===== config.mk =====
export PLATFORM = sky130hd
export DESIGN_NAME = demod_sync_irq
export DESIGN_NICKNAME = d
export VERILOG_FILES = /design/src/rtl/demod_sync_pkg.sv /design/src/rtl/loop_lock_track.sv /design/src/rtl/sig_word_track.sv /design/src/rtl/event_regs.sv /design/src/rtl/demod_sync_irq.sv
export SDC_FILE = /design/constraint.sdc
export NUM_CORES = 1
export LEC_CHECK = 0
export ABC_AREA = 1
export BUFFER_PORTS_ARGS = -buffer_cell sky130_fd_sc_hd__buf_4
export CORE_ASPECT_RATIO = 0.9
export CORE_MARGIN = 10
export CORE_UTILIZATION = 45
export DETAILED_ROUTE_END_ITERATION = 7
export PLACE_DENSITY_LB_ADDON = 0.05
export SLEW_MARGIN = 15
export SYNTH_ARGS = -nofsm -noshare
export SYNTH_HDL_FRONTEND = slang
export SYNTH_SLANG_ARGS = --single-unit

===== constraint.sdc =====
create_clock -name clk_i -period 1.8 [get_ports clk_i]
set_input_delay 0.27 -clock clk_i [delete_from_list [all_inputs] [get_ports clk_i]]
set_output_delay 0.27 -clock clk_i [all_outputs]
set_load 0.02 [all_outputs]

===== src/rtl/demod_sync_pkg.sv =====
package demod_sync_pkg;
  localparam int unsigned NUM_LOOP = 4;
  localparam int unsigned NUM_LOCK = NUM_LOOP + 1;
  localparam int unsigned NUM_EVT  = 2;
  localparam int unsigned EVT_SYNC = 0;
  localparam int unsigned EVT_SIG  = 1;

  typedef enum logic [1:0] {
    REG_STATUS = 2'd0,
    REG_EVENT  = 2'd1,
    REG_ENABLE = 2'd2,
    REG_WORD   = 2'd3
  } reg_addr_e;
endpackage


===== src/rtl/loop_lock_track.sv =====
module loop_lock_track #(
  parameter int unsigned N = 4
) (
  input  logic         clk_i,
  input  logic         rst_ni,
  input  logic [N-1:0] lock_i,
  output logic [N-1:0] status_o,
  output logic         toggle_o
);
  logic [N-1:0] status_q;
  logic [N-1:0] toggle;

  for (genvar i = 0; i < N; i++) begin : g_bit
    always_ff @(posedge clk_i or negedge rst_ni) begin
      if (!rst_ni) status_q[i] <= 1'b0;
      else         status_q[i] <= lock_i[i];
    end
    assign toggle[i] = lock_i[i] ^ status_q[i];
  end

  assign status_o = status_q;
  assign toggle_o = |toggle;

  a_r2_follow: assert property (@(posedge clk_i) disable iff (!rst_ni)
    1'b1 |=> status_q == $past(lock_i));
endmodule


===== src/rtl/sig_word_track.sv =====
module sig_word_track #(
  parameter int unsigned SIG_W  = 24,
  parameter int unsigned FN_LSB = 0,
  parameter int unsigned FN_W   = 2
) (
  input  logic             clk_i,
  input  logic             rst_ni,
  input  logic             frame_i,
  input  logic             ok_i,
  input  logic [SIG_W-1:0] word_i,
  output logic             lock_o,
  output logic             lock_toggle_o,
  output logic [SIG_W-1:0] stored_o,
  output logic             differ_o
);
  localparam logic [SIG_W-1:0] FnMask =
    {{(SIG_W-FN_W){1'b0}}, {FN_W{1'b1}}} << FN_LSB;

  logic             lock_q;
  logic [SIG_W-1:0] stored_q;
  logic             accept;

  assign accept = frame_i & ok_i;

  always_ff @(posedge clk_i or negedge rst_ni) begin
    if (!rst_ni) begin
      lock_q   <= 1'b0;
      stored_q <= '0;
    end else begin
      if (frame_i) lock_q   <= ok_i;
      if (accept)  stored_q <= word_i;
    end
  end

  // content compare, frame counter ignored, against pre-update copy
  assign differ_o      = accept && (((word_i ^ stored_q) & ~FnMask) != '0);
  assign lock_toggle_o = frame_i && (ok_i != lock_q);
  assign lock_o        = lock_q;
  assign stored_o      = stored_q;

  a_r3_lock_on_frame: assert property (@(posedge clk_i) disable iff (!rst_ni)
    frame_i |=> lock_q == $past(ok_i));
  a_r3_lock_hold: assert property (@(posedge clk_i) disable iff (!rst_ni)
    !frame_i |=> $stable(lock_q));
  a_r6_store: assert property (@(posedge clk_i) disable iff (!rst_ni)
    (frame_i && ok_i) |=> stored_q == $past(word_i));
  a_r6_keep: assert property (@(posedge clk_i) disable iff (!rst_ni)
    !(frame_i && ok_i) |=> $stable(stored_q));
endmodule


===== src/rtl/event_regs.sv =====
module event_regs #(
  parameter int unsigned N = 2
) (
  input  logic         clk_i,
  input  logic         rst_ni,
  input  logic [N-1:0] set_i,
  input  logic         clear_i,
  input  logic         en_wr_i,
  input  logic [N-1:0] en_wdata_i,
  output logic [N-1:0] event_o,
  output logic [N-1:0] enable_o,
  output logic         irq_o
);
  logic [N-1:0] event_q;
  logic [N-1:0] enable_q;

  for (genvar i = 0; i < N; i++) begin : g_evt
    always_ff @(posedge clk_i or negedge rst_ni) begin
      if (!rst_ni)         event_q[i] <= 1'b0;
      else if (set_i[i])   event_q[i] <= 1'b1;  // set beats clear
      else if (clear_i)    event_q[i] <= 1'b0;
    end

    a_r7_sticky: assert property (@(posedge clk_i) disable iff (!rst_ni)
      (event_q[i] && !clear_i) |=> event_q[i]);
    a_r8_set_wins: assert property (@(posedge clk_i) disable iff (!rst_ni)
      set_i[i] |=> event_q[i]);
    a_r5_no_spurious: assert property (@(posedge clk_i) disable iff (!rst_ni)
      (!event_q[i] && !set_i[i]) |=> !event_q[i]);
  end

  always_ff @(posedge clk_i or negedge rst_ni) begin
    if (!rst_ni)      enable_q <= '0;
    else if (en_wr_i) enable_q <= en_wdata_i;
  end

  assign event_o  = event_q;
  assign enable_o = enable_q;
  assign irq_o    = |(event_q & enable_q);
endmodule


===== src/rtl/demod_sync_irq.sv =====
module demod_sync_irq
  import demod_sync_pkg::*;
#(
  parameter int unsigned SIG_W  = 24,
  parameter int unsigned FN_LSB = 0,
  parameter int unsigned FN_W   = 2,
  parameter int unsigned DATA_W = 32
) (
  input  logic              clk_i,
  input  logic              rst_ni,
  input  logic [NUM_LOOP-1:0] loop_lock_i,
  input  logic              sig_frame_i,
  input  logic              sig_ok_i,
  input  logic [SIG_W-1:0]  sig_word_i,
  input  logic [1:0]        reg_addr_i,
  input  logic              reg_rd_i,
  input  logic              reg_wr_i,
  input  logic [DATA_W-1:0] reg_wdata_i,
  output logic [DATA_W-1:0] reg_rdata_o,
  output logic              irq_o,
  output logic              sync_chg_o,
  output logic              sig_chg_o
);
  logic [NUM_LOOP-1:0] loop_status;
  logic                loop_toggle;
  logic                sig_lock;
  logic                sig_toggle;
  logic [SIG_W-1:0]    stored_word;
  logic                sig_differ;
  logic [NUM_EVT-1:0]  evt_set;
  logic [NUM_EVT-1:0]  evt;
  logic [NUM_EVT-1:0]  evt_en;
  logic                rd_clear;
  logic                en_wr;
  logic [NUM_LOCK-1:0] status;

  loop_lock_track #(.N(NUM_LOOP)) i_loops (
    .clk_i    (clk_i),
    .rst_ni   (rst_ni),
    .lock_i   (loop_lock_i),
    .status_o (loop_status),
    .toggle_o (loop_toggle)
  );

  sig_word_track #(.SIG_W(SIG_W), .FN_LSB(FN_LSB), .FN_W(FN_W)) i_sig (
    .clk_i         (clk_i),
    .rst_ni        (rst_ni),
    .frame_i       (sig_frame_i),
    .ok_i          (sig_ok_i),
    .word_i        (sig_word_i),
    .lock_o        (sig_lock),
    .lock_toggle_o (sig_toggle),
    .stored_o      (stored_word),
    .differ_o      (sig_differ)
  );

  assign status            = {sig_lock, loop_status};
  assign evt_set[EVT_SYNC] = loop_toggle | sig_toggle;
  assign evt_set[EVT_SIG]  = sig_differ;
  assign rd_clear          = reg_rd_i && (reg_addr_i == REG_EVENT);
  assign en_wr             = reg_wr_i && (reg_addr_i == REG_ENABLE);

  event_regs #(.N(NUM_EVT)) i_evt (
    .clk_i      (clk_i),
    .rst_ni     (rst_ni),
    .set_i      (evt_set),
    .clear_i    (rd_clear),
    .en_wr_i    (en_wr),
    .en_wdata_i (reg_wdata_i[NUM_EVT-1:0]),
    .event_o    (evt),
    .enable_o   (evt_en),
    .irq_o      (irq_o)
  );

  always_comb begin
    reg_rdata_o = '0;
    unique case (reg_addr_i)
      REG_STATUS: reg_rdata_o[NUM_LOCK-1:0] = status;
      REG_EVENT:  reg_rdata_o[NUM_EVT-1:0]  = evt;
      REG_ENABLE: reg_rdata_o[NUM_EVT-1:0]  = evt_en;
      default:    reg_rdata_o[SIG_W-1:0]    = stored_word;
    endcase
  end

  assign sync_chg_o = evt[EVT_SYNC];
  assign sig_chg_o  = evt[EVT_SIG];

  a_r4_loop_change: assert property (@(posedge clk_i) disable iff (!rst_ni)
    (loop_lock_i != loop_status) |=> sync_chg_o);
  a_r5_bad_word: assert property (@(posedge clk_i) disable iff (!rst_ni)
    (!sig_chg_o && !(sig_frame_i && sig_ok_i)) |=> !sig_chg_o);
  a_r7_read_clears: assert property (@(posedge clk_i) disable iff (!rst_ni)
    (rd_clear && !sig_differ) |=> !sig_chg_o);
endmodule


### Word level (Yosys, flattened, before mapping)

Cells that the tools add are included.

* input bits: 68
* logic and storage cells: 38
* output and inout bits: 35
* register bits: 33

* mux-type cells: 6
* equal/unequal tests: 3
* bitwise logic cells: 8
* reductions and logical operators: 12

Operators by type and width (count)
* $reduce_bool A24 Y1: 1
* $xor A24 B24 Y24: 1
* $mux W19: 1
* $pmux W2 S3: 1
* $pmux W3 S2: 1
* $logic_and A1 B1 Y1: 4
* $reduce_bool A2 Y1: 2
* $reduce_or A2 Y1: 2
* $reduce_or A4 Y1: 1
* $xor A1 B1 Y1: 4
* $mux W1: 3
* $reduce_or A3 Y1: 1
* $and A2 B2 Y2: 1
* $eq A2 B1 Y1 const B: 1
* $eq A2 B2 Y1 const B: 1
* $logic_not A2 Y1: 1
* $and A1 B1 Y1: 1
* $ne A1 B1 Y1: 1
* $or A1 B1 Y1: 1

### Depth between registers and ports, before layout

* depth after elaboration: 4
* depth in mapped cells: 9
* mapped depth without buffers: 9

### Hierarchy

A second synthesis with hierarchy kept.

* cells, all modules: 332
* area total of the unflattened synthesis: 2085.8 um^2

Modules (own cells, without submodules)
* sig_word_track: seq. area each 625.6 um^2, times used 1, cells each 208, area an instance 1363.8 um^2
* demod_sync_irq: seq. area each 0.0 um^2, times used 1, cells each 76, area an instance 371.6 um^2
* loop_lock_track: seq. area each 100.1 um^2, times used 1, cells each 27, area an instance 186.4 um^2
* event_regs: seq. area each 100.1 um^2, times used 1, cells each 21, area an instance 163.9 um^2

### Worst setup path before layout

No wires, ideal clock.

* kind: input to output
* from: input port reg_addr_i[0]
* to: output port reg_rdata_o[2]
* stages: 3
* data arrival time: 946 ps
* path slack: 584 ps
* data required time: 1530 ps
* buffers on the path: 0
* cell sequence: nor2_1 > inv_1 > o21ai_0

* word-level cells in the longest chain between the ends: 3
* elaborated cells on any way between the ends: 5
* classes of those cells: 2 x eq/ne; 1 x mux; 2 x reduce/logical

RTL lines
* from (decl): line demod_sync_irq.sv:15 `input logic [1:0] reg_addr_i,`
* $eq A2 B1 Y1 or $eq A2 B2 Y1 (tied branches): line demod_sync_irq.sv:77 `unique case (reg_addr_i)`
* $reduce_or A2 Y1 (no source line)
* $pmux W3 S2 *: line demod_sync_irq.sv:77
* to (decl): line demod_sync_irq.sv:19 `output logic [DATA_W-1:0] reg_rdata_o,`

Every way passes the cells marked *; elsewhere a longest branch is shown, timed or not.

### Worst setup path in the final report

* from: register i_evt.event_q[0] (netlist: i_evt.event_o[0])
* to: output port irq_o

* word-level cells in the longest chain between the ends: 2

RTL lines
* from (decl): line event_regs.sv:14 `logic [N-1:0] event_q;`
* from (signal, indexed assignment): line event_regs.sv:19 `if (!rst_ni) event_q[i] <= 1'b0;`
* from (signal, indexed assignment): line event_regs.sv:20 `else if (set_i[i]) event_q[i] <= 1'b1;`
* from (signal, indexed assignment): line event_regs.sv:21 `else if (clear_i) event_q[i] <= 1'b0;`
* $and A2 B2 Y2: line event_regs.sv:39 `assign irq_o = |(event_q & enable_q);`
* $reduce_or A2 Y1: line event_regs.sv:39
* to (decl): line demod_sync_irq.sv:20 `output logic irq_o,`

Every way passes these cells.

==> qor.yml <==
status: "completed"
yosysWarnings: 0
min_period_ns: 1.380
stdcell_area_mm2: 0.002527
reg2reg_slack_ns: 0.64
synth_fa_ha_area_share_pct: 0
layout-drive-gt1-share_pct: 26.05
avgSynthCellArea_um2: 6.714
cts_tree: "done"
fp.dieArea_mm2: 0.007303
wl_per_cell_um: 11.80
netlist.top_cell.by_area: "dfrtp_1"
synth_most_common_cell: "nand2_1"
synthSimpleGateAreaFrac_pct: 31.17
comb_power_share_pct: 26.5
layout.nets: 424
synthTopCellsByCount: "nand2_1 (106), inv_1 (39), dfrtp_1 (33), nor2_1 (33), o21ai_0 (18)"
root_buffer: "clkbuf_8"
p_int_mw: 1.321
final-setup-viol-count: 0
maxCapViolations: 0
skew_ns: 0.005158
swShare_pct: 32.36
cts_buffers: 5
hp-class: "primary input to flip-flop"
drv_slew: 0
p_switching_mw: 0.6322
vias_per_cell: 4.536
ant_nets: 0
grt_setup_unrepaired: "false"
remaining_drc_errors: 0
pin_count: 103
grt_max_degree: 34
async_reset_ff_share_pct: 100.0
critPathMaxFanout: 4
tns_ns: 0
coreArea_mm2: 0.004101
numPortBuffers: 64
die_w_um: 88.98
placed_area_mm2: 0.002435
synthCells: 287
cp-start-kind: "flip-flop"
post_cts_buffers: 0
yosys-top-cells-area: "dfrtp_1 (43%), nand2_1 (21%), inv_1 (7.6%)"
synthMuxAreaShare_pct: 1.169
clock_latency_ns: 0.29
synth_top_family_by_area: "simple AND/OR/NAND/NOR gates"
cp_data_required_time_ns: 1.53
ir_drop_mv: 0.4800
cts_sinks: 33
cts_hold_buf: 1
clk_pin_slew_ns: 0.07
synth_edf_count: 0
dr.pass1.iters: 4
max_freq_ghz: 0.7244
cts.path.max_buffers: 2
grt_pass1_vias: 1836
via_count: 1837
seq_area_frac_synth_pct: 42.86
antenna_found_initial: 0
yosys.cell_types.count: 24
area_growth_pct: 31.17
leakage_nw: 1.463
htreeDepth: 2
syn_area_mm2: 0.001927
ys.flop_type: "dfrtp_1"
path_class: "flip-flop to output port"
powerDensity_mw_per_mm2: 772.8
synth-compound-area-share_pct: 8.442
cp-end-kind: "output port"
grt_pass1_wl_um: 7969
cts-resized-gates: 0
period_share_pct: 76.69
cp.arrival_ns: 1.11
initial_core_util_pct: 46.98
finalWirelength_um: 4777
std_cell_rows: 22
synthDominantCellAreaShare_pct: 42.86
grt.total_usage_pct: 13.86
p_seq_share_pct: 45.9
die_h_um: 82.08
antenna_cells: 0
final_hold_viol_count: 0
postSynthRegisterBits: 33
place.gp.congestion: 0.7119
clkPwrFrac_pct: 27.6
gr-total-overflow: 0
drt_iter0_drc: 68
synth_xor_area_share_pct: 1.818
hpwl_um: 3739
==> metrics by stage <==
stage / instances / util [%] / total power [mW] / hold slack, ns / worst slack (ns)
2_1_floorplan: 294 / - / 1.228 / -0.02559 / 0.5837
3_3_place_gp: 396 / 59.37 / 1.419 / 0.2400 / 0.4965
3_5_place_dp: 396 / 59.37 / 1.431 / 0.2403 / 0.4895
4_1_cts: 405 / 61.62 / 1.978 / 0.08998 / 0.4083
5_1_grt: 405 / 61.62 / 2.090 / 0.08505 / 0.3535
6_report: 405 / 61.62 / 1.953 / 0.09744 / 0.4196
==> critical path: stages (launching register included) <==
cell	delay, ns
dfrtp_1	0.42
a22o_1	0.24
buf_4	0.15
==> power by group through the flow <==
stage / Sequential (mW) / Clock, mW / Combinational (mW)
final: 0.896 / 0.539 / 0.518
after global routing: 0.912 / 0.583 / 0.596
after CTS: 0.896 / 0.555 / 0.527
after floorplan: 0.898 / 0 / 0.330
after detailed placement: 0.907 / 0 / 0.524
after global placement: 0.907 / 0 / 0.512
==> area by class of cell <==
type                            count  area (um2)
Timing Repair Buffer               69       520.5
Tap cell                           48       60.06
Fill cell                         410        1574
Inverter                           50       187.7
Sequential cell                    33       825.8
Multi-Input combinational cell    197       850.8
Clock buffer                        6       72.57
Clock inverter                      2       10.01
==> cell usage in the layout, fill, tap and decap left out, types with 7 or more instances in the layout <==
cell / n
buf_4: 68
o21ai_0: 18
inv_1: 39
conb_1: 8
nand3_1: 7
nor2_1: 33
dfrtp_1: 33
inv_2: 11
nand2_1: 106
==> registers in the layout, indices dropped and copies added, names as in the netlist <==
register / flops
i_evt.event_o: 2
i_loops.status_o: 4
i_evt.enable_o: 2
i_sig.lock_o: 1
i_sig.stored_o: 24
==> final timing paths <==
check                                               from                            end  cells past startpoint
setup reg to reg           i_sig.stored_o[2]$_DFFE_PN0P_   i_evt.event_o[1]$_DFFE_PN0P_                      7
hold / removal                            loop_lock_i[0]  i_loops.status_o[0]$_DFF_PN0_                      1
min in group asynchronous                         rst_ni  i_sig.stored_o[9]$_DFFE_PN0P_                      2
setup / recovery            i_evt.event_o[0]$_DFFE_PN0P_                          irq_o                      2
max in group asynchronous                         rst_ni  i_loops.status_o[1]$_DFF_PN0_                      2
hold reg to reg            i_sig.stored_o[1]$_DFFE_PN0P_  i_sig.stored_o[1]$_DFFE_PN0P_                      2
==> cells by family after synthesis <==
logic type / count (synthesis)
compound gates: 30
xor+xnor: 4
buf+inv: 64
flops: 33
mux: 2
other cells: 1
simple gates: 153
==> routing by layer <==
layer | vias to the layer above | routed length, um | track usage (%)
li1 | 980 | - | -
met1 | 797 | 2084 | 16.32
met2 | 53 | 2226 | 22.21
met3 | 7 | 402 | 5.440
met4 | 0 | 64 | 5.714
met5 | - | 0 | 0
Power figures use the tool's default switching activity.
